<file path="config.mk">
export PLATFORM = sky130hd
export DESIGN_NAME = pred_wb_gate
export DESIGN_NICKNAME = d
export VERILOG_FILES = /design/src/rtl/pred_wb_pkg.sv /design/src/rtl/pwg_cond_gen.sv /design/src/rtl/pwg_cond_test.sv /design/src/rtl/pwg_wb_decide.sv /design/src/rtl/pred_wb_gate.sv
export SDC_FILE = /design/constraint.sdc
export NUM_CORES = 1
export LEC_CHECK = 0
export ABC_AREA = 1
export CAP_MARGIN = 20
export CORE_MARGIN = 3
export CORE_UTILIZATION = 43
export CTS_CLUSTER_SIZE = 20
export DETAILED_ROUTE_END_ITERATION = 6
export MAX_ROUTING_LAYER = met4
export PLACE_DENSITY = 0.95
export SLEW_MARGIN = 10
export SYNTH_ARGS = -nofsm -noshare
export SYNTH_HDL_FRONTEND = slang
export SYNTH_SLANG_ARGS = --single-unit
</file>
<file path="constraint.sdc">
create_clock -name clk_i -period 0.8 [get_ports clk_i]
set_input_delay 0.16 -clock clk_i [delete_from_list [all_inputs] [get_ports clk_i]]
set_output_delay 0.16 -clock clk_i [all_outputs]
set_load 0.03 [all_outputs]
</file>
<file path="src/rtl/pred_wb_pkg.sv">
package pred_wb_pkg;
  localparam int unsigned CR_W = 4;

  typedef enum logic [1:0] {
    MODE_NORMAL = 2'b00,
    MODE_FFIRST = 2'b01,
    MODE_SAT    = 2'b10,
    MODE_PRED   = 2'b11
  } wb_mode_e;

  typedef struct packed {
    logic lt;
    logic gt;
    logic eq;
    logic so;
  } cr_nib_t;
endpackage

</file>
<file path="src/rtl/pwg_cond_gen.sv">
module pwg_cond_gen
  import pred_wb_pkg::*;
#(
  parameter int unsigned DATA_W = 64
) (
  input  logic [DATA_W-1:0] result_i,
  input  logic              so_i,
  output cr_nib_t           nib_o
);
  logic is_zero;
  assign is_zero  = ~|result_i;
  assign nib_o.lt = result_i[DATA_W-1];
  assign nib_o.gt = ~result_i[DATA_W-1] & ~is_zero;
  assign nib_o.eq = is_zero;
  assign nib_o.so = so_i;
endmodule

</file>
<file path="src/rtl/pwg_cond_test.sv">
module pwg_cond_test
  import pred_wb_pkg::*;
(
  input  cr_nib_t    nib_i,
  input  logic       rc_i,
  input  logic       inv_i,
  input  logic [1:0] crsel_i,
  output logic       pass_o
);
  logic [CR_W-1:0] nib_vec;
  logic [1:0]      pos;
  logic            tested;

  assign nib_vec = nib_i;
  assign pos     = 2'd3 - crsel_i;

  // Rc=0: zero/nonzero check on eq
  always_comb begin
    if (rc_i) tested = nib_vec[pos];
    else      tested = nib_i.eq;
  end

  assign pass_o = tested ^ inv_i;
endmodule

</file>
<file path="src/rtl/pwg_wb_decide.sv">
module pwg_wb_decide
  import pred_wb_pkg::*;
#(
  parameter int unsigned DATA_W = 64
) (
  input  logic              valid_i,
  input  wb_mode_e          mode_i,
  input  logic              pred_i,
  input  logic              dz_i,
  input  logic              rc_i,
  input  logic              rc1_i,
  input  logic              pass_i,
  input  logic [DATA_W-1:0] result_i,
  output logic              res_we_o,
  output logic [DATA_W-1:0] res_data_o,
  output logic              cr_we_o
);
  logic test_en, rc1_act, eff_pred;

  assign test_en  = (mode_i == MODE_PRED);
  assign rc1_act  = test_en & ~rc_i & rc1_i;
  // failed test behaves as a cleared predicate bit
  assign eff_pred = pred_i & (~test_en | pass_i);

  assign res_we_o   = valid_i & ~rc1_act & (eff_pred | dz_i);
  assign res_data_o = eff_pred ? result_i : '0;
  assign cr_we_o    = valid_i & pred_i & (rc_i | rc1_act);
endmodule

</file>
<file path="src/rtl/pred_wb_gate.sv">
module pred_wb_gate
  import pred_wb_pkg::*;
#(
  parameter int unsigned DATA_W = 64,
  parameter int unsigned IDX_W  = 7
) (
  input  logic              clk_i,
  input  logic              rst_ni,
  input  logic              valid_i,
  input  logic [DATA_W-1:0] result_i,
  input  logic              so_i,
  input  logic              pred_i,
  input  logic [1:0]        mode_i,
  input  logic              rc_i,
  input  logic              inv_i,
  input  logic [1:0]        crsel_i,
  input  logic              dz_i,
  input  logic              rc1_i,
  input  logic [IDX_W-1:0]  idx_i,
  output logic              res_we_o,
  output logic [DATA_W-1:0] res_data_o,
  output logic              cr_we_o,
  output logic [CR_W-1:0]   cr_data_o,
  output logic [IDX_W-1:0]  idx_o
);
  cr_nib_t           nib;
  logic              pass;
  logic              res_we_d, cr_we_d;
  logic [DATA_W-1:0] res_data_d;
  wb_mode_e          mode;

  assign mode = wb_mode_e'(mode_i);

  pwg_cond_gen #(.DATA_W(DATA_W)) i_cond_gen (
    .result_i (result_i),
    .so_i     (so_i),
    .nib_o    (nib)
  );

  pwg_cond_test i_cond_test (
    .nib_i   (nib),
    .rc_i    (rc_i),
    .inv_i   (inv_i),
    .crsel_i (crsel_i),
    .pass_o  (pass)
  );

  pwg_wb_decide #(.DATA_W(DATA_W)) i_wb_decide (
    .valid_i    (valid_i),
    .mode_i     (mode),
    .pred_i     (pred_i),
    .dz_i       (dz_i),
    .rc_i       (rc_i),
    .rc1_i      (rc1_i),
    .pass_i     (pass),
    .result_i   (result_i),
    .res_we_o   (res_we_d),
    .res_data_o (res_data_d),
    .cr_we_o    (cr_we_d)
  );

  always_ff @(posedge clk_i or negedge rst_ni) begin
    if (!rst_ni) begin
      res_we_o   <= 1'b0;
      res_data_o <= '0;
      cr_we_o    <= 1'b0;
      cr_data_o  <= '0;
      idx_o      <= '0;
    end else begin
      res_we_o   <= res_we_d;
      res_data_o <= res_data_d;
      cr_we_o    <= cr_we_d;
      cr_data_o  <= nib;
      idx_o      <= idx_i;
    end
  end
endmodule

</file>
Word-level counts from Yosys, hierarchy flattened
Cells that the tools add are included.
{"block": "totals", "input_bits": 84, "elab_cells": 30, "regBits": 77, "output_inout_bits": 77}
{"block": "op_classes", "order_cmp": 1, "n_eq_ne": 1, "n_addsub": 1, "muxes": 4, "bitwise": 16, "reduce_logical": 2}
{"cell": "two-way mux 64 bit", "count": 1}
{"cell": "OR reduction 64 bit", "count": 1}
{"cell": "AND 1 bit", "count": 8}
{"cell": "NOT 1 bit", "count": 4}
{"cell": "< comparator 2 x 3 -> 1 bit, second input constant", "count": 1}
{"cell": "OR 1 bit", "count": 3}
{"cell": "binary-select mux 1 bit (select 2 bit)", "count": 1}
{"cell": "== test 2 bit, second input constant", "count": 1}
{"cell": "two-way mux 1 bit", "count": 2}
{"cell": "subtractor 2 bit, first input constant", "count": 1}
{"cell": "logical NOT 1 bit", "count": 1}
{"cell": "bitwise XOR 1 bit", "count": 1}

Depth between registers and ports, before layout
Gate-level depths: netlist of run 1.
{"block": "logic_depth", "ltp_word": 10, "ltp_mapped": 16, "ltp_nobuf": 14}

Hierarchy
A second synthesis of run 1 with hierarchy kept.
{"block": "unflattened", "hier_cells": 311, "hier_area_um2": 2937.8}
{"mod": "pred_wb_gate", "cells_per_inst": 77, "n_inst": 1, "area_per_inst_um2": 1926.8, "seq_area_each_um2": 1926.8}
{"mod": "pwg_wb_decide", "cells_per_inst": 144, "n_inst": 1, "area_per_inst_um2": 639.4, "seq_area_each_um2": 0.0}
{"mod": "pwg_cond_gen", "cells_per_inst": 67, "n_inst": 1, "area_per_inst_um2": 266.5, "seq_area_each_um2": 0.0}
{"mod": "pwg_cond_test", "cells_per_inst": 23, "n_inst": 1, "area_per_inst_um2": 105.1, "seq_area_each_um2": 0.0}

Worst setup path before layout of run 1
Ideal clock, no wire load.
{"block": "synth_timing", "path_kind": "input to register", "startpoint": "input port result_i[54]", "endpoint": "register res_data_o[33]", "arrival_time_ps": 1395, "path_slack_ps": -711, "required_ps": 684, "setup_time_ps": 116, "path_buffers": 2, "cell_stages": 14, "path_cell_list": "nor2_1 nand2_1 nor2_1 nand2_1 nor2_2 nand3_1 a21oi_1 nand2_1 nand3_1 nand3_2 nand2_2 buf_6 buf_12 nor2_4"}
{"block": "synth_between", "elab_chain_len": 9, "elab_cells_between_ends": 10, "classes_between": "4 x mux; 4 x bitwise; 2 x reduce/logical"}
{"element": "start: declaration", "line": "pred_wb_gate.sv:10", "text": "input logic [DATA_W-1:0] result_i,"}
{"element": "OR reduction 64 bit *", "line": "pwg_cond_gen.sv:11", "text": "assign is_zero = ~|result_i;"}
{"element": "AND 1 bit / logical NOT 1 bit (equally long branches)", "line": "pwg_cond_gen.sv:13, pwg_cond_gen.sv:11"}
{"element": "binary-select mux 1 bit (select 2 bit)", "line": "pwg_cond_test.sv:19", "text": "if (rc_i) tested = nib_vec[pos];"}
{"element": "two-way mux 1 bit (not written as such)", "line": "pwg_cond_test.sv:19"}
{"element": "two-way mux 1 bit *", "line": "pwg_cond_test.sv:19"}
{"element": "bitwise XOR 1 bit *", "line": "pwg_cond_test.sv:23", "text": "assign pass_o = tested ^ inv_i;"}
{"element": "OR 1 bit *", "line": "pwg_wb_decide.sv:23", "text": "assign eff_pred = pred_i & (~test_en | pass_i);"}
{"element": "AND 1 bit *", "line": "pwg_wb_decide.sv:23"}
{"element": "two-way mux 64 bit *", "line": "pwg_wb_decide.sv:26", "text": "assign res_data_o = eff_pred ? result_i : '0;"}
{"element": "named net i_wb_decide.res_data_o[33]", "line": "pwg_wb_decide.sv:15", "text": "output logic [DATA_W-1:0] res_data_o,"}
{"element": "end signal: assignment", "line": "pred_wb_gate.sv:71", "text": "res_data_o <= res_data_d;"}
{"element": "end: declaration", "line": "pred_wb_gate.sv:21", "text": "output logic [DATA_W-1:0] res_data_o,"}
Mark *: on every way through the listed nets, which the timed path passes. The rest lies on a longest branch. The select of a mux whose other input is x is not followed.

Final worst setup path of run 1
{"block": "layout_timing", "startpoint": "input port result_i[39]", "endpoint": "register res_data_o[55]"}
The elaborated chain is that of the path after synthesis.

==> summary.md, run 1 <==
| Metric | Value |
|---|---|
| Crit. End Element | flop |
| Yosys reg bits | 77 |
| Mapped Nets | 381 |
| Largest vdd supply drop | 1082 uV |
| Largest net degree at the start of global routing | 44 |
| Total Nets Final | 603 |
| DP Wirelength | 6.667 mm |
| Maximum clock frequency | 0.6122 GHz |
| Cells after synthesis | 297 |
| Synth unique cells | 16 |
| Final hold vios | 0 |
| Leakage | 3.002 nW |
| Max-cap violation count | 0 |
| Antenna diodes | 0 |
| # setup viols final | 143 |
| Initial Util | 45.70% |
| Crit Path Max Fanout | 7 |
| Critical path class | primary input to flop |
| Vias in the first global route | 3380 |
| Sequential cell area | 0.001927 mm2 |
| # H-tree levels | 3 |
| Data required, critical path | 1070 ps |
| CP delay by family, top | simple AND/OR/NAND/NOR gates |
| Total GRT Usage | 28.58% |
| Critical Path AT | 1910 ps |
| Outcome | finished with violations |
| Wirelength per Cell | 19.39 um |
| CTS Buf Count | 9 |
| # port buffers | 160 |
| RSZ-0062 raised after global routing | yes |
| CTS Buffer Depth | 2 |
| Worst-Margin Slew | 428.4 ps |
| Post-Synthesis Cell Area | 0.003208 mm2 |
| CP max stage delay | 170 ps |
| Chip height | 92.38 um |
| Worst setup SP type | primary input |
| Total grt overflow | 0 |
| Drt total wl | 12.02 mm |
| PwrDens | 1683 mW/mm2 |
| Worst path cell trace | buf_2 -> nor2_1 -> nand2_1 -> nor2_2 -> nand2_2 -> nor2_4 -> nand3_2 -> a21oi_2 -> nand2_2 -> nand2_2 -> nand2_2 -> nand3_4 -> nand2_8 -> buf_12 -> buf_12 -> nor2_4 |
| Post-layout min period | 1634 ps |
| Final slew viol count | 0 |
| TritonCTS Sinks | 77 |
| Final hold slack | 21.77 ps |
| Violated checks | setup timing |
| Slowest-stage cell, CP | a21oi_2 |
| Headroom to the max-slew limit | 71.44% |
| Routed Antenna Nets | 0 |
| # IOs | 161 |
| Synth-to-Final Area Change | 87.09% |
| TritonRoute pass-1 iters | 4 |
| Worst Hold Class | primary input to flop |
| Row count | 30 |
| # fillers | 313 |
| Global-route wire length before repair | 17.80 mm |
| Avg Synthesized Cell Area | 10.80 um2 |
| Total die area | 0.008533 mm2 |
| DR DRC count | 0 |
| Final Cycle Share | 204.2% |
| Share of cells above drive strength 1 | 62.60% |
| Initial antenna violation count | 0 |
| YS warnings | 0 |
| Gpl congestion | 0.7596 |
| Critical path's most frequent cell | nand2_2 |
| Total number of vias | 2883 |
| Core area | 0.007019 mm2 |
| CP Buf/Inv Count | 3 |
| 1st-iter DRT viols | 87 |
| Fin Setup TNS | -66660 ps |
| Die W | 92.38 um |
| Vias per cell | 4.650 |
| Register area share after synthesis | 60.06% |
| CTS root buf | clkbuf_8 |
| Post-route worst setup slack | -833.5 ps |
| Clk pin slew, worst setup/hold paths | 80 ps |
| CTS tree | yes |
| Multi-input gate area | 0.001219 mm2 |
-- flip-flops by register name, summed over array words and instances, names as in the netlist --
name        cells
cr_we_o         1
cr_data_o       4
res_we_o        1
idx_o           7
res_data_o     64
-- layout make-up --
type                            instances  share of cell area [%]
Multi-Input combinational cell        144                   20.30
Sequential cell                        77                   32.10
Inverter                               70                   4.419
Clock buffer                           10                   2.126
Clock inverter                          6                   1.438
Timing Repair Buffer                  217                   37.61
Tap cell                               96                   2.001
-- through the flow --
stage                     std cells  power [mW]  utilization (%)  setup WS [ps]  cell area, um2
after floorplan                 297       5.260                -         -688.4            3277
after global routing            620       10.45            85.51         -997.0            6002
after CTS                       624       9.886            82.23         -768.3            5772
final                           620       10.10            85.51         -833.5            6002
after global placement          570       6.304            70.96          -1360            4981
after detailed placement        570       6.365            70.96          -1454            4981
-- synthesized netlist by cell type --
library cell | count | area (um2)
inv_2 | 3 | 11.26
nor2_1 | 52 | 195.2
nand2_2 | 1 | 6.260
dfrtp_1 | 77 | 1927
buf_12 | 5 | 100.1
nor2_2 | 9 | 56.30
o21ai_0 | 1 | 5.000
nand2_1 | 25 | 93.84
nand3_2 | 1 | 10.01
buf_6 | 1 | 11.26
nor2_4 | 42 | 473.0
nand3_1 | 7 | 35.03
buf_2 | 1 | 5.000
a21oi_1 | 4 | 20.02
inv_1 | 67 | 251.5
a21boi_0 | 1 | 7.510
-- per-layer routing --
metal	wire (um)	share of wire, %	track usage (%)	vias up
met2	6936	58	52.27	139
met3	718	6.0	6.174	40
met5	0	0	-	-
met1	3918	33	29.30	1418
met4	448	3.7	12.50	0
li1	-	-	-	1286
-- cell usage in the layout (no fill, tap or decap), types with 2 or more instances in the layout --
master and instances:
buf_6 117, dfrtp_1 77, nor2_4 66, inv_1 61, buf_4 45, nor2_1 21, clkdlybuf4s50_1 17, nor2_2 16
buf_2 15, nand2_2 13, nand2_1 12, buf_12 10, clkbuf_8 9, inv_2 8, nand3_2 6, buf_8 6
clkbuf_2 4, a21oi_1 2, nand2_8 2, clkinv_2 2, bufinv_16 2
-- worst paths after layout --
kind                              start        endpoint  slack (ps)  cells past startpoint
worst min-delay path        result_i[3]   res_data_o[3]          20                      3
min in group asynchronous        rst_ni        idx_o[3]         340                      3
worst max-delay path       result_i[39]  res_data_o[55]        -830                     16
max in group asynchronous        rst_ni  res_data_o[54]         210                      3
-- report_power, final --
group          leakage (nW)  internal, mW  total (mW)  switching, mW
clock                 0.107          1.76        3.27           1.51
combinational          1.90          1.25        2.60           1.35
sequential            0.991          4.10        4.24          0.132
-- cell families after synthesis --
logic type | after synthesis | share of synthesized area (%)
AO/OA/AOI/OAI | 6 | 1.014
flip-flops | 77 | 60.06
AND/OR/NAND/NOR | 137 | 27.11
buffers and inverters | 77 | 11.82
-- what timing repair did --
action | in CTS | in global routing
cloned | 4 | 0
endpoints found under the setup margin | 144 | 144
pin swaps | 61 | 64
gates resized for setup | 357 | 118
setup buffers | 33 | 3
hold buffers | 1 | 0
hold endpoints to repair | 77 | 0
Note: power is estimated with default switching activity, not from simulation.
==> run 2, diff against run 1 <==
CORE_UTILIZATION = 67   (was 43)
DONT_BUFFER_PORTS = 1   (was default)
PLACE_DENSITY = 0.94   (was 0.95)
==> run 2 against run 1 <==
The run now fails in clock tree synthesis (4_1_cts). Synthesized cell count did not move. Area after synthesis did not move.
==> summary.md, run 2 <==
| Metric | Value |
|---|---|
| Outcome | aborted with a tool error |
| Exit stage | clock tree synthesis (4_1_cts) |
| First Err | [ERROR DPL-0038] Utilization greater than 100%, impossible to legalize |
| Die W | 75.20 um |
| TritonCTS Sinks | 77 |
| Gpl congestion | 0.7949 |
| Hold_buf cts | 66 |
| Post-DP Area | 0.003357 mm2 |
| FFs w/ async S/R, synth | 100.0% |
| Mapped Nets | 381 |
| Synth cell count leaders | dfrtp_1, inv_1, nor2_1, nor2_4, nand2_1 |
| # port buffers | 0 |
| Dominant cell type by area after synthesis | dfrtp_1 |
| Post-synth top area share | 60.06% |
| Prevailing post-synth register cell | dfrtp_1 |
| PostCTS Resize Cnt | 89 |
| Top post-synthesis cells by area | dfrtp_1, nor2_4, inv_1, nor2_1, buf_12 |
| Register area share after synthesis | 60.06% |
| DP Wirelength | 4.940 mm |
| # H-tree levels | 3 |
| Row count | 24 |
| Setup Buffers After CTS | 7 |
| CTS Buffer Depth | 2 |
| Avg Synthesized Cell Area | 10.80 um2 |
| Post-Synthesis Cell Area | 0.003208 mm2 |
| Pre-CTS WS | -1037 ps |
| Initial Util | 71.70% |
| Number of flops mapped to enable cells by yosys | 0 |
| Most common cell in the netlist | dfrtp_1 |
| CTS Buf Count | 9 |
| Cells after synthesis | 297 |
| Yosys reg bits | 77 |
| Dpl cells | 356 |
| Synth unique cells | 16 |
| Chip height | 75.20 um |
| CTS root buf | clkbuf_8 |
| YS warnings | 0 |
| # IOs | 161 |
[run 2: per-stage QoR]
| step | TNS [ps] | utilization [%] | hold slack, ps |
|---|---|---|---|
| after detailed placement | -64530 | 75.03 | -134.4 |
| after floorplan | -42450 | - | -135.6 |
| after global placement | -58080 | 75.03 | -134.1 |
[run 2: cell families after synthesis]
family	Yosys count	synth area share (%)
AO/OA/AOI/OAI	6	1.014
buffers and inverters	77	11.82
flip-flops	77	60.06
AND/OR/NAND/NOR	137	27.11
==> run 3, diff against run 2 <==
CORE_UTILIZATION = 40   (was 67)
CTS_CLUSTER_SIZE = default   (was 20)
MAX_ROUTING_LAYER = default   (was met4)
PLACE_DENSITY = default   (was 0.94)
PLACE_DENSITY_LB_ADDON = 0.15   (was default)
==> run 3 against run 2 <==
The flow now finishes, with violations (hold timing, setup timing).
==> summary.md, run 3 (synthesis results as in run 1) <==
| Metric | Value |
|---|---|
| Global-route wire length before repair | 11.66 mm |
| Violated checks | hold timing, setup timing |
| Vias per cell | 4.449 |
| Power Total | 8.709 mW |
| Antenna diodes | 0 |
| Clock network power share | 33.0% |
| Reg with most FFs | res_data_o |
| TritonCTS Sinks | 77 |
| Total Nets Final | 483 |
| Core area | 0.007767 mm2 |
| Final hold slack | -491.2 ps |
| Leakage | 2.123 nW |
| Most common cell after layout, fill and taps aside | dfrtp_2 |
| Hold_buf cts | 73 |
| Initial antenna violation count | 0 |
| Routed Antenna Nets | 0 |
| PwrDens | 1823 mW/mm2 |
| Outcome | finished with violations |
| Chip height | 95.56 um |
| Initial Util | 41.30% |
| Fin area | 0.004778 mm2 |
| Total grt overflow | 0 |
| Max reg flops | 64 |
| Maximum clock frequency | 0.7165 GHz |
| Total die area | 0.009131 mm2 |
| Fin Setup TNS | -48980 ps |
| Max-cap violation count | 0 |
| Biggest registers after layout | res_data_o: 64 flops, idx_o: 7 flops, cr_data_o: 4 flops |
| CTS root buf | clkbuf_8 |
| Post-DP Area | 0.003452 mm2 |
| DR DRC count | 0 |
| Critical Path AT | 1670 ps |
| Die W | 95.56 um |
| # H-tree levels | 3 |
| Share of cells above drive strength 1 | 52.48% |
| Combinational share of power | 13.1% |
| Total number of vias | 2251 |
| Largest net degree at the start of global routing | 78 |
| TritonRoute pass-1 iters | 4 |
| Cell Int Power | 6.222 mW |
| Headroom to the max-slew limit | 84.45% |
| Final Cycle Share | 174.5% |
| Largest vdd supply drop | 756.9 uV |
| Gpl congestion | 0.7556 |
| Clk pin slew, worst setup/hold paths | 80 ps |
| Final hold vios | 77 |
| Crit. End Element | flop |
| Pre-CTS WS | -1041 ps |
| Worst-Margin Slew | 230.8 ps |
| Post-layout min period | 1396 ps |
| Psw | 2.487 mW |
| # IOs | 161 |
| Final slew viol count | 0 |
| CTS Buffer Depth | 2 |
| Worst Hold Class | primary input to asynchronous set/reset pin |
| Final Instance Count excl. Fillers | 506 |
| # setup viols final | 142 |
| Data required, critical path | 1070 ps |
| RSZ-0062 raised after global routing | yes |
| Most frequent cells in the layout | dfrtp_2, dlygate4sd3_1, inv_1 |
| Reg power frac | 54.0% |
| Critical path class | primary input to flop |
| CTS tree | yes |
| 1st-iter DRT viols | 40 |
| Row count | 32 |
| Wirelength per Cell | 15.83 um |
| Synth-to-Final Area Change | 48.95% |
| DP Wirelength | 4.859 mm |
| Crit Path Max Fanout | 6 |
| Total GRT Usage | 17.25% |
| Switching Share | 28.56% |
| Worst setup SP type | primary input |
| # port buffers | 0 |
| CTS Buf Count | 9 |
| Post-route worst setup slack | -595.7 ps |
| Drt total wl | 8.010 mm |
| Dpl cells | 407 |
| Vias in the first global route | 2367 |
run 3: worst max-delay path, cell delays in order:
cell,delay (ps)
nor2_1,90
nand2_1,60
nor2_1,90
nand2_1,120
nor2_2,140
nand3_1,100
a21oi_2,120
nand2_1,80
nand2_1,60
nand2_1,60
nand3_2,80
nand2_4,100
buf_12,160
clkbuf_16,160
nor2_4,100
run 3: metrics by stage:
step	hold slack, ps	util (%)
after floorplan	-135.6	-
after global placement	-134.0	44.44
after detailed placement	-134.3	44.44
after CTS	-519.1	59.57
after global routing	-529.3	61.52
final	-491.2	61.52
run 3: final cells by class:
cell class / count / area, um2
repair buffers: 98 / 1061
clock inverters: 6 / 63.81
clock buffers: 10 / 127.6
multi-input cells: 143 / 1112
fillers: 636 / 2989
inverters: 70 / 262.8
well taps: 102 / 127.6
flip-flops and latches: 77 / 2023
run 3: final timing paths:
check / start / to / slack [ps] / depth (start not counted)
max in group asynchronous: rst_ni / res_we_o / 1150 / 0
min in group clk_i: result_i[63] / res_data_o[63] / 30 / 3
setup / recovery: result_i[46] / res_data_o[45] / -600 / 15
hold / removal: rst_ni / res_data_o[45] / -490 / 0
run 3: power by group through the flow:
stage | registers (mW) | clock network [mW] | logic, mW
floorplan | 4.69 | 0 | 0.572
global placement | 4.73 | 0 | 0.639
detailed placement | 4.73 | 0 | 0.652
CTS | 4.70 | 2.98 | 1.07
global route | 4.73 | 3.21 | 1.23
finish | 4.70 | 2.87 | 1.14
run 3: routing by layer:
metal	up-vias	routed length, um	track usage, %
met5	-	0	0
met4	0	248	8.886
met3	21	641	6.314
met2	103	4231	29.07
met1	1088	2889	18.96
li1	1039	-	-
run 3: repair_timing:
action / in CTS / in global routing
cloned: 2 / 3
pin swaps: 2 / 11
setup buffers: 6 / 3
gates resized for setup: 83 / 47
endpoints found under the hold margin: 148 / 77
setup endpoints to repair: 142 / 143
==> run 4, diff against run 3 <==
CORE_ASPECT_RATIO = 0.8   (was default)
SETUP_SLACK_MARGIN = 0.4   (was default)
==> run 4 against run 3 <==
The run ends with DRC, hold timing, setup timing left. Core utilization decreased by 6.8 points. Hold slack lost 5.4 ps. Total power grew 4.5%. Critical path depth is 1 higher. Count of clock-buffer cells in the layout is 2 higher. Global-route usage shrank 1.4 points. Worst setup slack worse by 63 ps. Critical path type unchanged. Largest power group unchanged. Highest routed layer unchanged.
==> summary.md, run 4 (synthesis results as in run 1) <==
| Metric | Value |
|---|---|
| Total die area | 0.009137 mm2 |
| TritonRoute pass-1 iters | 7 |
| Vias in the first global route | 2080 |
| Global-route wire length before repair | 10.85 mm |
| Final hold slack | -496.6 ps |
| CTS tree | yes |
| Routed length on met1 | 2.594 mm |
| RSZ-0062 raised after global routing | yes |
| Core area | 0.007602 mm2 |
| Worst Hold Class | primary input to asynchronous set/reset pin |
| CTS Buffer Depth | 2 |
| Largest vdd supply drop | 819.3 uV |
| Maximum clock frequency | 0.6855 GHz |
| Reg with most FFs | res_data_o |
| DP Wirelength | 4.873 mm |
| DR DRC count | 1 |
| Final slew viol count | 0 |
| Row count | 28 |
| Final Instance Count excl. Fillers | 435 |
| 1st-iter DRT viols | 59 |
| # H-tree levels | 3 |
| CTS root buf | clkbuf_8 |
| Gpl congestion | 0.7599 |
| Antenna diodes | 0 |
| Pre-CTS WS | -952.4 ps |
| Initial antenna violation count | 0 |
| Total Nets Final | 409 |
| Fin Setup TNS | -54080 ps |
| Share of cells above drive strength 1 | 64.55% |
| Most common cell after layout, fill and taps aside | dfrtp_2 |
| Routed Antenna Nets | 0 |
| Critical path class | primary input to flop |
| Biggest registers after layout | res_data_o: 64 flops, idx_o: 7 flops, cr_data_o: 4 flops |
| Total grt overflow | 0 |
| Headroom to the max-slew limit | 77.34% |
| Final hold vios | 144 |
| Post-route worst setup slack | -658.7 ps |
| Crit. End Element | flop |
| Wirelength per Cell | 16.35 um |
| Leakage | 1.856 nW |
| Clk pin slew, worst setup/hold paths | 80 ps |
| Vias per cell | 4.446 |
| Worst setup SP type | primary input |
| Most frequent cells in the layout | dfrtp_2, inv_1, nor2_4 |
| Crit Path Max Fanout | 4 |
| Crit path from | result_i[36] |
| # setup viols final | 142 |
| Final Cycle Share | 182.3% |
| Max reg flops | 64 |
| Synth-to-Final Area Change | 29.60% |
| TritonCTS Sinks | 77 |
| Outcome | finished with violations |
| Critical Path AT | 1680 ps |
| Drt total wl | 7.112 mm |
| Power Total | 9.099 mW |
| Data required, critical path | 1020 ps |
| Highest metal used | met4 |
| DR WL met3 | 941 um |
| Total GRT Usage | 15.84% |
| Largest net degree at the start of global routing | 78 |
| Total number of vias | 1934 |
| Max-cap violation count | 0 |
| Die W | 106.1 um |
| Initial Util | 42.20% |
| # port buffers | 0 |
| PwrDens | 2188 mW/mm2 |
| Met2 wire length | 3.490 mm |
| Dpl cells | 410 |
| Post-layout min period | 1459 ps |
| Worst-Margin Slew | 336.4 ps |
| CTS Buf Count | 9 |
| # IOs | 161 |
| Violated checks | DRC, hold timing, setup timing |
| Chip height | 86.10 um |
-- run 4: cell count changes in the layout (fill, tap and decap cells not counted), sizes merged --
cell | before | now
clkinv | 3 | 1
bufinv | 1 | 3
nand2 | 26 | 27
clkinvlp | 2 | 0
dlygate4sd3 | 73 | 0
-- run 4: area by class of cell --
cell class	instances	area, um2
fill	681	3445
tap	105	131.4
clock inverter	4	95.09
clock buffer	12	145.1
multi-input combinational	144	1174
sequential	77	2023
timing repair buffer	23	326.6
inverter	70	262.8
-- run 4: worst max-delay path, cell delays in order --
cell and delay (ps):
nor2_4 80, nand2_1 60, nor2_2 130, nand2_1 90, nor2_2 150, nand2_1 90, nand3_1 100, nand2_1 80
nand2_2 100, nand2_2 60, nand2_2 70, nand3_4 110, buf_12 150, nand2_8 80, buf_8 140, a21oi_4 50
-- run 4: path summary, 6_finish.rpt --
kind	depth (start not counted)	slack [ps]	endpoint
setup / recovery	16	-660	res_we_o
min in group clk_i	0	-160	cr_data_o[3]
max in group asynchronous	0	1160	res_data_o[37]
hold / removal	0	-500	res_data_o[16]
-- run 4: timing repair --
item                       4_1_cts  5_1_grt
gates resized for setup         50       37
setup endpoints to repair      144      144
buffers inserted                 5        0
cloned                           3        1
pin swaps                        3       18
hold endpoints to repair       147      145
-- run 4: report_power, final --
group	total [mW]	leakage, nW	internal, mW	switching, mW
sequential	4.70	0.889	4.15	0.554
combinational	0.863	0.847	0.416	0.447
clock	3.53	0.121	2.16	1.38
total	9.10	1.86	6.72	2.38
-- run 4: routing by layer --
metal,vias to the layer above,global-route usage (%)
li1,898,-
met1,918,18.63
met2,107,24.32
met3,11,9.857
met4,0,4.471
met5,-,0
-- run 4: stage by stage --
stage                     area (um2)  hold slack (ps)  util [%]
after global placement          3508           -133.9     46.15
after global routing            4158           -534.2     54.69
after CTS                       4008           -524.2     52.72
after detailed placement        3508           -133.9     46.15
final                           4158           -496.6     54.69
after floorplan                 3342           -135.6         -
